===== src/rtl/ptw_pkg.sv =====
package ptw_pkg;

  typedef enum logic [1:0] {
    ST_IDLE  = 2'd0,
    ST_OUTER = 2'd1,
    ST_INNER = 2'd2,
    ST_DONE  = 2'd3
  } walk_state_t;

  typedef enum logic [2:0] {
    FLT_NONE  = 3'd0,
    FLT_LEN   = 3'd1,
    FLT_OUTER = 3'd2,
    FLT_INNER = 3'd3,
    FLT_WPROT = 3'd4
  } walk_fault_t;

  // Flag positions inside a table word; the leaf decoder and the bench rely on them
  localparam int unsigned ENT_VALID_BIT = 0;
  localparam int unsigned ENT_WRITE_BIT = 1;

endpackage


===== src/rtl/ptw_split.sv =====
// Address arithmetic: field extraction, length compare and table word addresses
module ptw_split #(
  parameter int unsigned VA_W  = 32,
  parameter int unsigned PA_W  = 32,
  parameter int unsigned OFF_W = 10,
  parameter int unsigned IN_W  = 10,
  localparam int unsigned OUT_W = VA_W - OFF_W - IN_W,
  localparam int unsigned SLOT_LG2 = $clog2(PA_W / 8)
) (
  input  logic [VA_W-1:0]  new_va,
  input  logic [VA_W-1:0]  cur_va,
  input  logic [PA_W-1:0]  tbl_base,
  input  logic [OUT_W:0]   tbl_len,
  input  logic [PA_W-1:0]  inner_base,
  output logic             len_viol,
  output logic [PA_W-1:0]  outer_addr,
  output logic [PA_W-1:0]  inner_addr
);

  function automatic logic [OUT_W-1:0] outer_of(input logic [VA_W-1:0] va);
    return va[VA_W-1 -: OUT_W];
  endfunction

  function automatic logic [IN_W-1:0] inner_of(input logic [VA_W-1:0] va);
    return va[OFF_W +: IN_W];
  endfunction

  function automatic logic [PA_W-1:0] slot_addr(input logic [PA_W-1:0] base,
                                                input logic [PA_W-1:0] idx);
    return base + (idx << SLOT_LG2);
  endfunction

  logic [VA_W-OUT_W-1:0] unused_low;
  logic [OFF_W-1:0]      unused_off;
  assign unused_low = new_va[VA_W-OUT_W-1:0];
  assign unused_off = cur_va[OFF_W-1:0];

  assign len_viol   = {1'b0, outer_of(new_va)} >= tbl_len;
  assign outer_addr = slot_addr(tbl_base,   PA_W'(outer_of(cur_va)));
  assign inner_addr = slot_addr(inner_base, PA_W'(inner_of(cur_va)));

endmodule


===== src/rtl/ptw_entry.sv =====
// Table word decode: valid flag, write permission, next-level base
module ptw_entry
  import ptw_pkg::*;
#(
  parameter int unsigned PA_W  = 32,
  parameter int unsigned OFF_W = 10
) (
  input  logic [PA_W-1:0] ent,
  input  logic            is_write,
  output logic            ent_valid,
  output logic            ent_wprot,
  output logic [PA_W-1:0] ent_base
);

  logic [OFF_W-3:0] unused_mid;
  assign unused_mid = ent[OFF_W-1:2];

  assign ent_valid = ent[ENT_VALID_BIT];
  assign ent_wprot = is_write && !ent[ENT_WRITE_BIT];
  assign ent_base  = {ent[PA_W-1:OFF_W], {OFF_W{1'b0}}};

endmodule


===== src/rtl/ptw_ctrl.sv =====
// Walk sequencer and result registers
module ptw_ctrl
  import ptw_pkg::*;
#(
  parameter int unsigned VA_W  = 32,
  parameter int unsigned PA_W  = 32,
  parameter int unsigned OFF_W = 10
) (
  input  logic            clk,
  input  logic            rst_n,
  input  logic            req_valid,
  input  logic [VA_W-1:0] req_vaddr,
  input  logic            req_write,
  input  logic            len_viol,
  input  logic            mem_ack,
  input  logic            ent_valid,
  input  logic            ent_wprot,
  input  logic [PA_W-1:0] ent_base,
  output logic            busy,
  output logic            done,
  output logic            mem_req,
  output logic            sel_inner,
  output logic [VA_W-1:0] cur_va,
  output logic            cur_wr,
  output logic [PA_W-1:0] inner_base,
  output logic [PA_W-1:0] res_paddr,
  output logic [2:0]      res_fault,
  output logic            ev_accept,
  output logic            ev_outer_ack,
  output logic            ev_inner_ack
);

  function automatic logic [PA_W-1:0] join_pa(input logic [PA_W-1:0] frame,
                                              input logic [VA_W-1:0] va);
    return frame | PA_W'(va[OFF_W-1:0]);
  endfunction

  walk_state_t state_q;
  walk_fault_t fault_q;

  assign ev_accept    = (state_q == ST_IDLE) && req_valid;
  assign ev_outer_ack = (state_q == ST_OUTER) && mem_ack;
  assign ev_inner_ack = (state_q == ST_INNER) && mem_ack;

  assign busy      = (state_q != ST_IDLE);
  assign done      = (state_q == ST_DONE);
  assign mem_req   = (state_q == ST_OUTER) || (state_q == ST_INNER);
  assign sel_inner = (state_q == ST_INNER);
  assign res_fault = fault_q;

  always_ff @(posedge clk or negedge rst_n) begin
    if (!rst_n) begin
      state_q    <= ST_IDLE;
      fault_q    <= FLT_NONE;
      cur_va     <= '0;
      cur_wr     <= 1'b0;
      inner_base <= '0;
      res_paddr  <= '0;
    end else begin
      unique case (state_q)
        ST_IDLE: begin
          if (req_valid) begin
            cur_va <= req_vaddr;
            cur_wr <= req_write;
            if (len_viol) begin
              fault_q   <= FLT_LEN;
              res_paddr <= '0;
              state_q   <= ST_DONE;
            end else begin
              state_q <= ST_OUTER;
            end
          end
        end
        ST_OUTER: begin
          if (mem_ack) begin
            if (!ent_valid) begin
              fault_q   <= FLT_OUTER;
              res_paddr <= '0;
              state_q   <= ST_DONE;
            end else begin
              inner_base <= ent_base;
              state_q    <= ST_INNER;
            end
          end
        end
        ST_INNER: begin
          if (mem_ack) begin
            state_q <= ST_DONE;
            if (!ent_valid) begin
              fault_q   <= FLT_INNER;
              res_paddr <= '0;
            end else if (ent_wprot) begin
              fault_q   <= FLT_WPROT;
              res_paddr <= '0;
            end else begin
              fault_q   <= FLT_NONE;
              res_paddr <= join_pa(ent_base, cur_va);
            end
          end
        end
        ST_DONE: state_q <= ST_IDLE;
        default: state_q <= ST_IDLE;
      endcase
    end
  end

endmodule


===== src/rtl/ptwalk_unit.sv =====
module ptwalk_unit #(
  parameter int unsigned VA_W     = 32,
  parameter int unsigned PA_W     = 32,
  parameter int unsigned PG_OFF_W = 10,
  parameter int unsigned INNER_W  = 10,
  localparam int unsigned OUTER_W = VA_W - PG_OFF_W - INNER_W
) (
  input  logic             clk,
  input  logic             rst_n,
  input  logic [PA_W-1:0]  cfg_tbase,
  input  logic [OUTER_W:0] cfg_tlen,
  input  logic             req_valid,
  input  logic [VA_W-1:0]  req_vaddr,
  input  logic             req_write,
  output logic             busy,
  output logic             done,
  output logic [PA_W-1:0]  done_paddr,
  output logic [2:0]       done_fault,
  output logic             mem_req,
  output logic [PA_W-1:0]  mem_addr,
  input  logic             mem_ack,
  input  logic [PA_W-1:0]  mem_rdata
);

  // Internal events, named for the bound checker
  logic            ev_accept;
  logic            ev_len_fault;
  logic            ev_outer_ack;
  logic            ev_inner_ack;
  logic            ent_valid;
  logic            ent_wprot;
  logic [PA_W-1:0] ent_base;
  logic [VA_W-1:0] cur_va;
  logic            cur_wr;
  logic            sel_inner;
  logic [PA_W-1:0] inner_base;
  logic [PA_W-1:0] outer_addr;
  logic [PA_W-1:0] inner_addr;

  ptw_split #(
    .VA_W(VA_W), .PA_W(PA_W), .OFF_W(PG_OFF_W), .IN_W(INNER_W)
  ) u_split (
    .new_va     (req_vaddr),
    .cur_va     (cur_va),
    .tbl_base   (cfg_tbase),
    .tbl_len    (cfg_tlen),
    .inner_base (inner_base),
    .len_viol   (ev_len_fault),
    .outer_addr (outer_addr),
    .inner_addr (inner_addr)
  );

  ptw_entry #(.PA_W(PA_W), .OFF_W(PG_OFF_W)) u_entry (
    .ent       (mem_rdata),
    .is_write  (cur_wr),
    .ent_valid (ent_valid),
    .ent_wprot (ent_wprot),
    .ent_base  (ent_base)
  );

  ptw_ctrl #(.VA_W(VA_W), .PA_W(PA_W), .OFF_W(PG_OFF_W)) u_ctrl (
    .clk          (clk),
    .rst_n        (rst_n),
    .req_valid    (req_valid),
    .req_vaddr    (req_vaddr),
    .req_write    (req_write),
    .len_viol     (ev_len_fault),
    .mem_ack      (mem_ack),
    .ent_valid    (ent_valid),
    .ent_wprot    (ent_wprot),
    .ent_base     (ent_base),
    .busy         (busy),
    .done         (done),
    .mem_req      (mem_req),
    .sel_inner    (sel_inner),
    .cur_va       (cur_va),
    .cur_wr       (cur_wr),
    .inner_base   (inner_base),
    .res_paddr    (done_paddr),
    .res_fault    (done_fault),
    .ev_accept    (ev_accept),
    .ev_outer_ack (ev_outer_ack),
    .ev_inner_ack (ev_inner_ack)
  );

  assign mem_addr = sel_inner ? inner_addr : outer_addr;

endmodule


===== config.mk =====
export PLATFORM = sky130hd
export DESIGN_NAME = ptwalk_unit
export DESIGN_NICKNAME = d
export VERILOG_FILES = /design/src/rtl/ptw_pkg.sv /design/src/rtl/ptw_split.sv /design/src/rtl/ptw_entry.sv /design/src/rtl/ptw_ctrl.sv /design/src/rtl/ptwalk_unit.sv
export SDC_FILE = /design/constraint.sdc
export NUM_CORES = 1
export LEC_CHECK = 0
export BUFFER_PORTS_ARGS = -buffer_cell sky130_fd_sc_hd__buf_4
export CORE_ASPECT_RATIO = 2
export CORE_MARGIN = 1.5
export CORE_UTILIZATION = 50
export CTS_CLUSTER_DIAMETER = 200
export DETAILED_ROUTE_END_ITERATION = 8
export PLACE_DENSITY = 0.79
export SYNTH_ARGS = -nofsm -noshare
export SYNTH_HDL_FRONTEND = slang
export SYNTH_SLANG_ARGS = --single-unit

===== constraint.sdc =====
create_clock -name clk -period 2.5 [get_ports clk]
set_clock_uncertainty 0.15 [all_clocks]
set_input_delay 0.125 -clock clk [delete_from_list [all_inputs] [get_ports clk]]
set_output_delay 0.125 -clock clk [all_outputs]
set_load 0.02 [all_outputs]

# Word level (Yosys, flattened, before mapping)
# Cells that the tools add are included.
[word_totals]
reg_bits = 92
[classes]
magnitude_cmp = 1
addsub = 2
n_mux = 23
n_eq_ne = 8
n_bitwise = 1
n_reduce_logical = 10
[ops]
columns = ["operator", "count"]
rows = [
  ["$mux 32", 8],
  ["$pmux 32 s3", 1],
  ["$add 32x12->32", 1],
  ["$add 32x14->32", 1],
  ["$or 32x10->32", 1],
  ["$mux 3", 7],
  ["$ge 12x13->1", 1],
  ["$ne 2x2->1 const B", 5],
  ["$pmux 3 s3", 1],
  ["$mux 2", 4],
  ["$pmux 2 s4", 1],
  ["$reduce_and 3->1", 2],
  ["$reduce_and 6->1", 1],
  ["$eq 2x2->1 const B", 2],
  ["$reduce_bool 3->1", 1],
  ["$eq 2x1->1 const B", 1],
  ["$logic_not 2->1", 1],
  ["$reduce_and 2->1", 1],
  ["$reduce_bool 2->1", 1],
  ["$logic_and 1x1->1", 1],
  ["$logic_not 1->1", 1],
  ["$logic_or 1x1->1", 1],
  ["$mux 1", 1],
]

# Longest topological paths before layout
# Gate-level depths: netlist of the first run.
[depth]
depth_word = 6
ltp_mapped = 10
mapped_depth_nobuf = 8

# Modules after synthesis
# From an unflattened synthesis of the first run, not the netlist that was laid out.
[unflattened]
cells_unflattened = 668
area_unflattened_um2 = 7005.5
[modules_own_cells]
columns = ["mod", "seq_area_each_um2", "cells_each", "area_each_um2", "instances"]
rows = [
  ["ptw_ctrl", 2552.4, 313, 4186.5, 1],
  ["ptw_split", 0.0, 284, 2009.4, 1],
  ["ptwalk_unit", 0.0, 36, 544.3, 1],
  ["ptw_entry", 0.0, 35, 265.3, 1],
]

# Least setup slack after synthesis of the first run
# No wires, ideal clock.
[synth_path]
path_type = "register to output"
start = "register u_ctrl.cur_va[20]"
end = "output port mem_addr[18]"
slack_ns = -0.198
arrival_time_ns = 2.423
n_path_buf = 0
required_ns = 2.225
path_stages_with_launch = 9
path_cell_list = "dfrtp_1 ha_1 fa_1 a211oi_1 o21ai_1 o21ai_2 a21boi_0 xnor2_1 o21ai_0"
[synth_between]
elab_chain_len = 2
[synth_rtl]
columns = ["element", "line", "source"]
rows = [
  ["start, declared", "ptw_ctrl.sv:23", "output logic [VA_W-1:0] cur_va,"],
  ["start signal, assigned", "ptw_ctrl.sv:63", "cur_va <= req_vaddr;"],
  ["$add 32x14->32", "ptw_split.sv:30", "return base + (idx << SLOT_LG2);"],
  ["$mux 32", "ptwalk_unit.sv:86", "assign mem_addr = sel_inner ? inner_addr : outer_addr;"],
  ["end, declared", "ptwalk_unit.sv:20", "output logic [PA_W-1:0] mem_addr,"],
]
# No other way between the ends.

# Final worst setup path of the first run
[layout_path]
start = "register u_ctrl.cur_va[23]"
end = "output port mem_addr[24]"
# The elaborated chain is that of the path after synthesis.

==> results.sh, run 1 <==
export IMPL_start_kind="register"
export IMPL_pwr_share_seq_pct=26.4
export IMPL_overflow=0
export IMPL_rsz0062_at_grt="true"
export IMPL_worst_slew_pin_slew_ns=0.7075
export IMPL_wl_per_cell_um=20.25
export IMPL_stdcell_area_um2=8816
export IMPL_min_period_ns=2.777
export IMPL_async_flop_share_pct=100.0
export IMPL_grt_pass1_wl_mm=28.49
export IMPL_routed_wl_mm=19.26
export IMPL_via_per_inst=5.838
export IMPL_cts_sinks=92
export IMPL_power_leakage_nw=3.945
export IMPL_synth_cell_type_count=55
export IMPL_violations="setup timing"
export IMPL_final_cell_mix="188 x buf_4, 92 x dfrtp_1, 57 x dlygate4sd3_1"
export IMPL_synth_seq_cells=92
export IMPL_drt_initial_drc_count=249
export IMPL_synth_edff_count=0
export IMPL_root_buffer="clkbuf_16"
export IMPL_clkSlewWorstSetupHoldPaths_ns=0.07
export IMPL_arrival_ns=2.50
export IMPL_switching_share_pct=42.94
export IMPL_yosysSeqAreaShare_pct=39.66
export IMPL_antenna_found_initial=0
export IMPL_worstSetupPathType="register to output port"
export IMPL_dr_pass1_iters=4
export IMPL_ys_warn_count=0
export IMPL_drc=0
export IMPL_final_common_cell="buf_4"
export IMPL_layout_nets=951
export IMPL_cts_buffers=9
export IMPL_r2r_slack_ns=0.23
export IMPL_dp_slack_ns=-0.1655
export IMPL_intPower_mw=6.073
export IMPL_cts_tree="built"
export IMPL_combinationalPowerShare_pct=61.4
export IMPL_fin_cells=951
export IMPL_p_clk_share_pct=12.3
export IMPL_crit_path_end_kind="output port"
export IMPL_core_area_um2=11290
export IMPL_num_rows=55
export IMPL_hold_path_depth=4
export IMPL_grt_max_degree=57
export IMPL_cts_buffer_depth=2
export IMPL_hold_viol=0
export IMPL_die_area_um2=12310
export IMPL_synth_area_per_cell_um2=10.56
export IMPL_dp_cells=861
export IMPL_reg2reg_depth=8
export IMPL_regArea_um2=2302
export IMPL_insertion_delay_ns=0.34
export IMPL_postRouteAntennaNets=0
export IMPL_initial_utilization_pct=51.44
export IMPL_port_buffers=175
export IMPL_vdd_ir_drop_max_v=0.0008040
export IMPL_synth_flop_cell="dfrtp_1"
export IMPL_final_util_pct=78.12
export IMPL_cts_htree_levels=3
export IMPL_track_usage_pct=30.11
export IMPL_p_sw_mw=4.571
export IMPL_diodes=0
export IMPL_place_hpwl_mm=12.40
export IMPL_post_route_period_util_pct=111.1
export IMPL_die_w_um=79.20
export IMPL_layout_setup_ws_ns=-0.2774
export IMPL_cap_violations=0
export IMPL_multi_input_area_um2=3608
export IMPL_syn_area_um2=5806
export IMPL_relSlewSlack_pct=52.83
export IMPL_power_mw=10.64
export IMPL_drive_gt1_share_pct=42.15
export IMPL_cp_required_ns=2.23
export IMPL_area_growth_pct=51.85
export IMPL_timing_hold_ws_ns=0.1626
export IMPL_fin_tns_setup_ns=-5.706
export IMPL_path_max_fanout=9
export IMPL_num_vias=5552
export IMPL_nFillCells=719
export IMPL_outcome="complete, but fails checks"
export IMPL_ioPinCount=184
export IMPL_syn_nets=697
export IMPL_powerDensity_nw_per_um2=1207
export IMPL_hp_class="input port to register"
export IMPL_drv_slew=0
export IMPL_syn_inst=550
export IMPL_fmax_mhz=360.1
export IMPL_finalSetupViolCount=52
export IMPL_placed_area_um2=7446
export IMPL_grt_pass1_vias=5899
export IMPL_gp_congestion=0.9190
export IMPL_die_y_um=155.4
final timing paths:
check                                        from                   end
min in group asynchronous                   rst_n  u_ctrl.res_paddr[25]
max in group asynchronous                   rst_n  u_ctrl.res_paddr[12]
worst min-delay path                 mem_rdata[1]   u_ctrl.res_fault[2]
worst min register to register  u_ctrl.cur_va[12]     u_ctrl.cur_va[12]
worst max-delay path            u_ctrl.cur_va[23]          mem_addr[24]
worst max register to register  u_ctrl.state_q[1]  u_ctrl.res_paddr[12]
final cells by class:
cell class | instances | share of cell area (%)
Multi-Input combinational cell | 411 | 40.93
Timing Repair Buffer | 269 | 26.81
Sequential cell | 92 | 26.11
Clock buffer | 10 | 2.711
Tap cell | 142 | 2.015
Inverter | 21 | 0.8941
Clock inverter | 6 | 0.5251
cell usage after synthesis (all sizes together) (2+ instances only):
cell | instances | share of area (%)
ha | 31 | 6.7
a21oi | 20 | 1.9
a21boi | 4 | 0.52
nor3 | 5 | 0.52
nand2 | 49 | 3.2
o21ai | 31 | 2.7
nand3 | 18 | 1.8
mux2i | 5 | 0.86
fa | 2 | 0.69
a211oi | 11 | 1.8
o211ai | 3 | 0.47
nand2b | 6 | 0.65
and4 | 3 | 0.45
o21a | 3 | 0.39
buf | 11 | 1.3
xor2 | 15 | 2.3
xnor2 | 32 | 4.8
and2 | 2 | 0.24
nor3b | 33 | 4.4
mux2 | 56 | 11
nor2 | 13 | 0.88
dfrtp | 92 | 40
and3 | 6 | 0.67
inv | 21 | 1.4
a21o | 8 | 1.0
o31ai | 4 | 0.52
nand4 | 4 | 0.69
nor2b | 4 | 0.43
a22o | 2 | 0.30
clkbuf | 15 | 0.97
a221o | 32 | 5.5
power by group through the flow:
stage / clock network, mW / logic [mW] / registers [mW]
2_1_floorplan: 0 / 3.27 / 2.82
3_3_place_gp: 0 / 5.29 / 2.71
3_5_place_dp: 0 / 5.42 / 2.76
4_1_cts: 1.32 / 5.89 / 2.76
5_1_grt: 1.38 / 6.92 / 2.88
6_report: 1.31 / 6.53 / 2.81
registers in the layout, indices dropped and copies added (netlist names):
| signal | cells |
|---|---|
| u_ctrl.cur_wr | 1 |
| u_ctrl.cur_va | 32 |
| u_ctrl.res_fault | 3 |
| u_ctrl.inner_base | 22 |
| u_ctrl.state_q | 2 |
| u_ctrl.res_paddr | 32 |
kinds of logic after synthesis:
group                    share of synthesized area (%)
multiplexers                                     11.72
adder cells (fa/ha/maj)                          7.371
AO/OA/AOI/OAI                                    16.36
buffers and inverters                            3.578
XOR/XNOR                                         7.091
AND/OR/NAND/NOR                                  14.22
flip-flops                                       39.66
layer usage:
metal / vias up / global-route usage [%] / part of all wire, %
met4: 0 / 19.21 / 6.1
met1: 2725 / 29.48 / 33
met5: - / 0 / 0
met2: 217 / 56.25 / 57
li1: 2520 / - / -
met3: 90 / 5.103 / 4.2
critical path: stages (launching register included):
cell      delay, ns
dfrtp_1        0.43
ha_4           0.33
o211ai_1       0.18
o21ai_2        0.27
o21ai_2        0.09
buf_6          0.15
a211oi_1       0.30
xnor2_1        0.19
o21ai_2        0.07
buf_4          0.16
timing repair:
action,CTS,global route
buffers inserted,6,11
resized for setup,37,27
gates cloned,0,5
pin swaps,23,37
endpoints found under the setup margin,25,61
hold buffers,57,0
hold endpoints to repair,130,0
Note: power is estimated with default switching activity, not from simulation.
==> run 2: changes to the inputs <==
--- a/config.mk
+++ b/config.mk
@@ -11,7 +11,8 @@
 export CORE_UTILIZATION = 50
 export CTS_CLUSTER_DIAMETER = 200
 export DETAILED_ROUTE_END_ITERATION = 8
-export PLACE_DENSITY = 0.79
+export PLACE_DENSITY = 0.85
+export SETUP_SLACK_MARGIN = 0.05
 export SYNTH_ARGS = -nofsm -noshare
 export SYNTH_HDL_FRONTEND = slang
 export SYNTH_SLANG_ARGS = --single-unit
==> run 2 against run 1 <==
Compared with the run above: the flow still finishes with violations (setup timing); largest cell class unchanged; count of clock-buffer cells in the layout is 1 lower; wire length is 7.8% higher; critical path type unchanged; design area hardly changed; critical endpoint is now mem_addr[30].
==> results.sh, run 2 (synthesis gave the netlist of run 1 again) <==
export IMPL_outcome="complete, but fails checks"
export IMPL_violations="setup timing"
export IMPL_die_w_um=79.20
export IMPL_via_per_inst=6.048
export IMPL_placed_area_um2=7430
export IMPL_final_util_pct=78.10
export IMPL_stdcell_area_um2=8815
export IMPL_num_vias=5782
export IMPL_start_kind="register"
export IMPL_area_growth_pct=51.83
export IMPL_final_cell_mix="199 x buf_4, 91 x dfrtp_1, 56 x mux2_2, 56 x dlygate4sd3_1, 48 x nand2_1"
export IMPL_crit_path_end_kind="output port"
export IMPL_ioPinCount=184
export IMPL_drive_gt1_share_pct=43.86
export IMPL_root_buffer="clkbuf_16"
export IMPL_drc=0
export IMPL_fin_tns_setup_ns=-7.674
export IMPL_layout_nets=956
export IMPL_hp_class="input port to register"
export IMPL_reg_top3="u_ctrl.cur_va: 32 flops, u_ctrl.res_paddr: 32 flops, u_ctrl.inner_base: 22 flops"
export IMPL_arrival_ns=2.66
export IMPL_cts_sinks=92
export IMPL_fmax_mhz=340.8
export IMPL_die_y_um=155.4
export IMPL_hold_viol=0
export IMPL_grt_max_degree=66
export IMPL_overflow=0
export IMPL_clkSlewWorstSetupHoldPaths_ns=0.07
export IMPL_cts_tree="built"
export IMPL_relSlewSlack_pct=42.60
export IMPL_drv_slew=0
export IMPL_routed_wl_mm=20.75
export IMPL_insertion_delay_ns=0.35
export IMPL_reg2reg_depth=8
export IMPL_rsz0062_at_grt="true"
export IMPL_worstSetupPathType="register to output port"
export IMPL_dr_pass1_iters=5
export IMPL_timing_hold_ws_ns=0.1127
export IMPL_initial_utilization_pct=51.44
export IMPL_port_buffers=175
export IMPL_grt_pass1_vias=6109
export IMPL_antenna_found_initial=0
export IMPL_dp_cells=862
export IMPL_vdd_ir_drop_max_v=0.0009915
export IMPL_diodes=0
export IMPL_nFillCells=694
export IMPL_place_hpwl_mm=13.06
export IMPL_power_mw=10.83
export IMPL_powerDensity_nw_per_um2=1229
export IMPL_regArea_um2=2303
export IMPL_drt_initial_drc_count=312
export IMPL_gp_congestion=0.9139
export IMPL_worst_slew_pin_slew_ns=0.8610
export IMPL_layout_setup_ws_ns=-0.4346
export IMPL_grt_pass1_wl_mm=30.41
export IMPL_post_route_period_util_pct=117.4
export IMPL_min_period_ns=2.935
export IMPL_cts_htree_levels=3
export IMPL_multi_input_area_um2=3637
export IMPL_num_rows=55
export IMPL_wl_per_cell_um=21.71
export IMPL_cts_buffer_depth=2
export IMPL_die_area_um2=12310
export IMPL_cp_required_ns=2.23
export IMPL_cts_buffers=9
export IMPL_dp_slack_ns=-0.1665
export IMPL_finalSetupViolCount=25
export IMPL_postRouteAntennaNets=0
export IMPL_power_leakage_nw=3.957
export IMPL_path_max_fanout=9
export IMPL_core_area_um2=11290
export IMPL_fin_cells=956
export IMPL_track_usage_pct=32.43
export IMPL_cap_violations=0
export IMPL_final_common_cell="buf_4"
export IMPL_hold_path_depth=4
==> run 2: cell types whose count changed in the layout (fill, tap and decap cells not counted), sizes merged <==
cell          change
buf               +8
clkbuf            -4
clkinv            +2
clkinvlp          -2
bufinv            +1
dlygate4sd3       -1
dlymetal6s4s      +1
==> run 2: area by class of cell <==
class                           instances  share of cell area, %
Timing Repair Buffer                  274                  26.17
Tap cell                              142                  2.016
Clock inverter                          7                 0.9652
Inverter                               21                 0.8943
Clock buffer                            9                  2.555
Sequential cell                        92                  26.13
Multi-Input combinational cell        411                  41.26
==> run 2: worst paths after layout <==
check | startpoint | end | slack (ns)
worst max-delay path | u_ctrl.cur_va[20] | mem_addr[30] | -0.43
worst min register to register | u_ctrl.res_fault[2] | u_ctrl.res_fault[2] | 0.37
worst max register to register | u_ctrl.state_q[1] | u_ctrl.res_paddr[20] | 0.22
worst min-delay path | mem_rdata[1] | u_ctrl.res_fault[2] | 0.11
max in group asynchronous | rst_n | u_ctrl.res_paddr[26] | 1.16
min in group asynchronous | rst_n | u_ctrl.state_q[0] | 0.27
==> run 2: critical path: stages (launching register included) <==
cell and delay [ns]:
dfrtp_1 0.40, ha_2 0.22, fa_2 0.37, a211oi_2 0.24, o21ai_2 0.13, o21ai_2 0.23
buf_6 0.18, a211oi_2 0.08, xnor2_1 0.19, mux2i_2 0.10, buf_4 0.17
==> run 2: repair_timing <==
item	in CTS	in global routing
setup endpoints to repair	26	60
gates resized for setup	52	23
gates cloned	0	1
pin swaps	23	39
buffers inserted	11	13
hold buffers	57	0
hold endpoints to repair	141	0
==> run 2: power breakdown <==
part | total [mW] | leakage, nW | internal, mW | switching, mW
sequential | 2.83 | 1.16 | 2.16 | 0.664
clock | 1.44 | 0.152 | 0.793 | 0.643
combinational | 6.57 | 2.65 | 3.08 | 3.48
==> run 2: routing by layer <==
| metal | part of all wire, % | vias to the layer above | track usage (%) |
|---|---|---|---|
| li1 | - | 2532 | - |
| met1 | 31 | 2818 | 30.71 |
| met2 | 56 | 310 | 60.07 |
| met3 | 4.2 | 122 | 5.044 |
| met4 | 8.4 | 0 | 24.73 |
| met5 | 0 | - | 0 |
==> run 3: changes to the inputs <==
--- a/config.mk
+++ b/config.mk
@@ -9,6 +9,7 @@
 export CORE_ASPECT_RATIO = 2
 export CORE_MARGIN = 1.5
 export CORE_UTILIZATION = 50
+export CTS_BUF_LIST = sky130_fd_sc_hd__clkbuf_8
 export CTS_CLUSTER_DIAMETER = 200
 export DETAILED_ROUTE_END_ITERATION = 8
 export PLACE_DENSITY = 0.85
==> run 3 against run 2 <==
Compared with the run above: the run still ends with setup timing left; critical path type unchanged; worst setup slack got worse by 0.056 ns; design area rose by 0.27%; maximum frequency fell by 1.9%; non-clock buffer count fell by 3.
==> results.sh, run 3 (synthesis gave the netlist of run 1 again) <==
export IMPL_outcome="complete, but fails checks"
export IMPL_violations="setup timing"
export IMPL_initial_utilization_pct=51.44
export IMPL_drc=0
export IMPL_worstSetupPathType="register to output port"
export IMPL_cts_tree="built"
export IMPL_placed_area_um2=7430
export IMPL_reg2reg_from="u_ctrl.state_q[1]"
export IMPL_cts_buffer_depth=2
export IMPL_stdcell_area_um2=8838
export IMPL_grt_max_degree=66
export IMPL_crit_path_end_kind="output port"
export IMPL_regArea_um2=2303
export IMPL_grt_pass1_wl_mm=30.94
export IMPL_ioPinCount=184
export IMPL_cp_slowest_cell="dfrtp_1"
export IMPL_cp_required_ns=2.23
export IMPL_antenna_found_initial=0
export IMPL_multi_input_area_um2=3744
export IMPL_clkSlewWorstSetupHoldPaths_ns=0.11
export IMPL_area_growth_pct=52.24
export IMPL_cp_endpoint="mem_addr[25]"
export IMPL_fmax_mhz=334.3
export IMPL_hold_viol=0
export IMPL_grt_pass1_vias=6170
export IMPL_r2r_slack_ns=0.12
export IMPL_die_y_um=155.4
export IMPL_drive_gt1_share_pct=44.64
export IMPL_place_hpwl_mm=13.06
export IMPL_gp_congestion=0.9139
export IMPL_powerDensity_nw_per_um2=1209
export IMPL_layout_setup_ws_ns=-0.4909
export IMPL_combinationalPowerShare_pct=63.3
export IMPL_p_clk_share_pct=10.1
export IMPL_nFillCells=674
export IMPL_fin_tns_setup_ns=-8.995
export IMPL_drt_initial_drc_count=407
export IMPL_hp_class="input port to register"
export IMPL_cts_sinks=92
export IMPL_arrival_ns=2.72
export IMPL_postRouteAntennaNets=0
export IMPL_num_rows=55
export IMPL_pwr_share_seq_pct=26.6
export IMPL_core_area_um2=11290
export IMPL_relSlewSlack_pct=42.48
export IMPL_num_vias=5777
export IMPL_dr_pass1_iters=5
export IMPL_wl_per_cell_um=22.59
export IMPL_die_w_um=79.20
export IMPL_die_area_um2=12310
export IMPL_layout_nets=953
export IMPL_worst_slew_pin_slew_ns=0.8627
export IMPL_r2r_end="u_ctrl.res_paddr[12]"
export IMPL_power_leakage_nw=3.919
export IMPL_vdd_ir_drop_max_v=0.001082
export IMPL_final_common_cell="buf_4"
export IMPL_min_period_ns=2.991
export IMPL_reg2reg_depth=8
export IMPL_post_route_period_util_pct=119.6
export IMPL_crit_top_cell="buf_4"
export IMPL_critPathMaxStageDelay_ns=0.44
export IMPL_path_max_fanout=5
export IMPL_intPower_mw=5.838
export IMPL_cap_violations=0
export IMPL_cts_htree_levels=3
export IMPL_fin_cells=953
export IMPL_drv_slew=0
export IMPL_dp_cells=862
export IMPL_insertion_delay_ns=0.37
export IMPL_diodes=0
export IMPL_finalSetupViolCount=26
export IMPL_cp_cell_sequence="ha_4 -> o211ai_1 -> o211ai_2 -> nand3_4 -> buf_4 -> buf_6 -> a211oi_2 -> xnor2_1 -> o21ai_1 -> buf_4"
export IMPL_start_kind="register"
export IMPL_cp_startpoint="u_ctrl.cur_va[24]"
export IMPL_p_sw_mw=4.846
export IMPL_port_buffers=175
export IMPL_final_cell_mix="192 x buf_4, 91 x dfrtp_1, 57 x dlygate4sd3_1"
export IMPL_rsz0062_at_grt="true"
export IMPL_reg_top3="u_ctrl.cur_va: 32 flops, u_ctrl.res_paddr: 32 flops, u_ctrl.inner_base: 22 flops"
export IMPL_root_buffer="clkbuf_8"
export IMPL_via_per_inst=6.062
export IMPL_switching_share_pct=45.36
export IMPL_overflow=0
export IMPL_track_usage_pct=33.34
export IMPL_routed_wl_mm=21.53
export IMPL_cts_buffers=9
==> run 3: changes by cell type in the layout (fill, tap and decap cells not counted), moves of 2 or more <==
cell,change
a21oi_4,+2
ha_1,-4
clkbuf_8,+9
clkbuf_16,-8
a21oi_2,-2
ha_4,+5
buf_6,+3
buf_4,-7
==> run 3: power by group through the flow <==
stage	Combinational, mW	Sequential [mW]	Clock, mW
2_1_floorplan	3.30	2.82	0
3_3_place_gp	5.28	2.71	0
3_5_place_dp	5.44	2.77	0
4_1_cts	6.04	2.77	1.08
5_1_grt	7.06	2.91	1.15
6_report	6.76	2.84	1.08
==> run 3: worst min-delay path by stage <==
stage	from	cells after the start	end
after floorplan	rst_n	0	u_ctrl.cur_va[0]
after detailed placement	rst_n	1	u_ctrl.res_fault[2]
after CTS	mem_rdata[1]	4	u_ctrl.res_fault[2]
after global routing	mem_rdata[1]	4	u_ctrl.res_fault[2]
final	mem_rdata[1]	4	u_ctrl.res_fault[2]
after global placement	rst_n	1	u_ctrl.cur_wr
==> run 3: per-layer routing <==
layer	wire (um)	up-vias	part of all wire (%)	GRT usage [%]
met4	2176	0	10	26.23
li1	-	2525	-	-
met5	0	-	0	0
met1	6704	2778	31	31.61
met2	11640	315	54	61.25
met3	1010	159	4.7	5.279
==> run 3: area by class of cell <==
| type | count | share of cell area, % |
|---|---|---|
| multi-input combinational | 411 | 42.36 |
| timing repair buffer | 271 | 26.32 |
| sequential | 92 | 26.06 |
| tap | 142 | 2.010 |
| clock buffer | 9 | 1.401 |
| clock inverter | 7 | 0.9626 |
| inverter | 21 | 0.8918 |
==> run 3: critical path, delay by kind of cell, from the launching register on <==
family | cells | cell delay (ns)
fa+ha+maj | 1 | 0.32
simple gates | 1 | 0.19
xor+xnor | 1 | 0.10
compound gates | 4 | 0.83
buf+inv | 3 | 0.44
flops | 1 | 0.44
==> run 3: timing repair <==
| item | in CTS | in global routing |
|---|---|---|
| cloned | 0 | 2 |
| buffers inserted | 12 | 8 |
| setup endpoints to repair | 26 | 63 |
| hold buffers | 57 | 0 |
| resized for setup | 60 | 34 |
| pin swaps | 42 | 34 |
| endpoints found under the hold margin | 142 | 0 |
==> run 3: metrics by stage <==
stage | total power, mW | hold WS, ns | setup WS [ns] | utilization, %
2_1_floorplan | 6.119 | -0.3206 | -0.007155 | -
3_3_place_gp | 7.994 | 0.1196 | -0.02110 | 65.83
3_5_place_dp | 8.209 | 0.1307 | -0.1665 | 65.83
4_1_cts | 9.890 | 0.08451 | -0.3530 | 76.00
5_1_grt | 11.12 | 0.1090 | -0.5658 | 78.31
6_report | 10.68 | 0.1065 | -0.4909 | 78.31
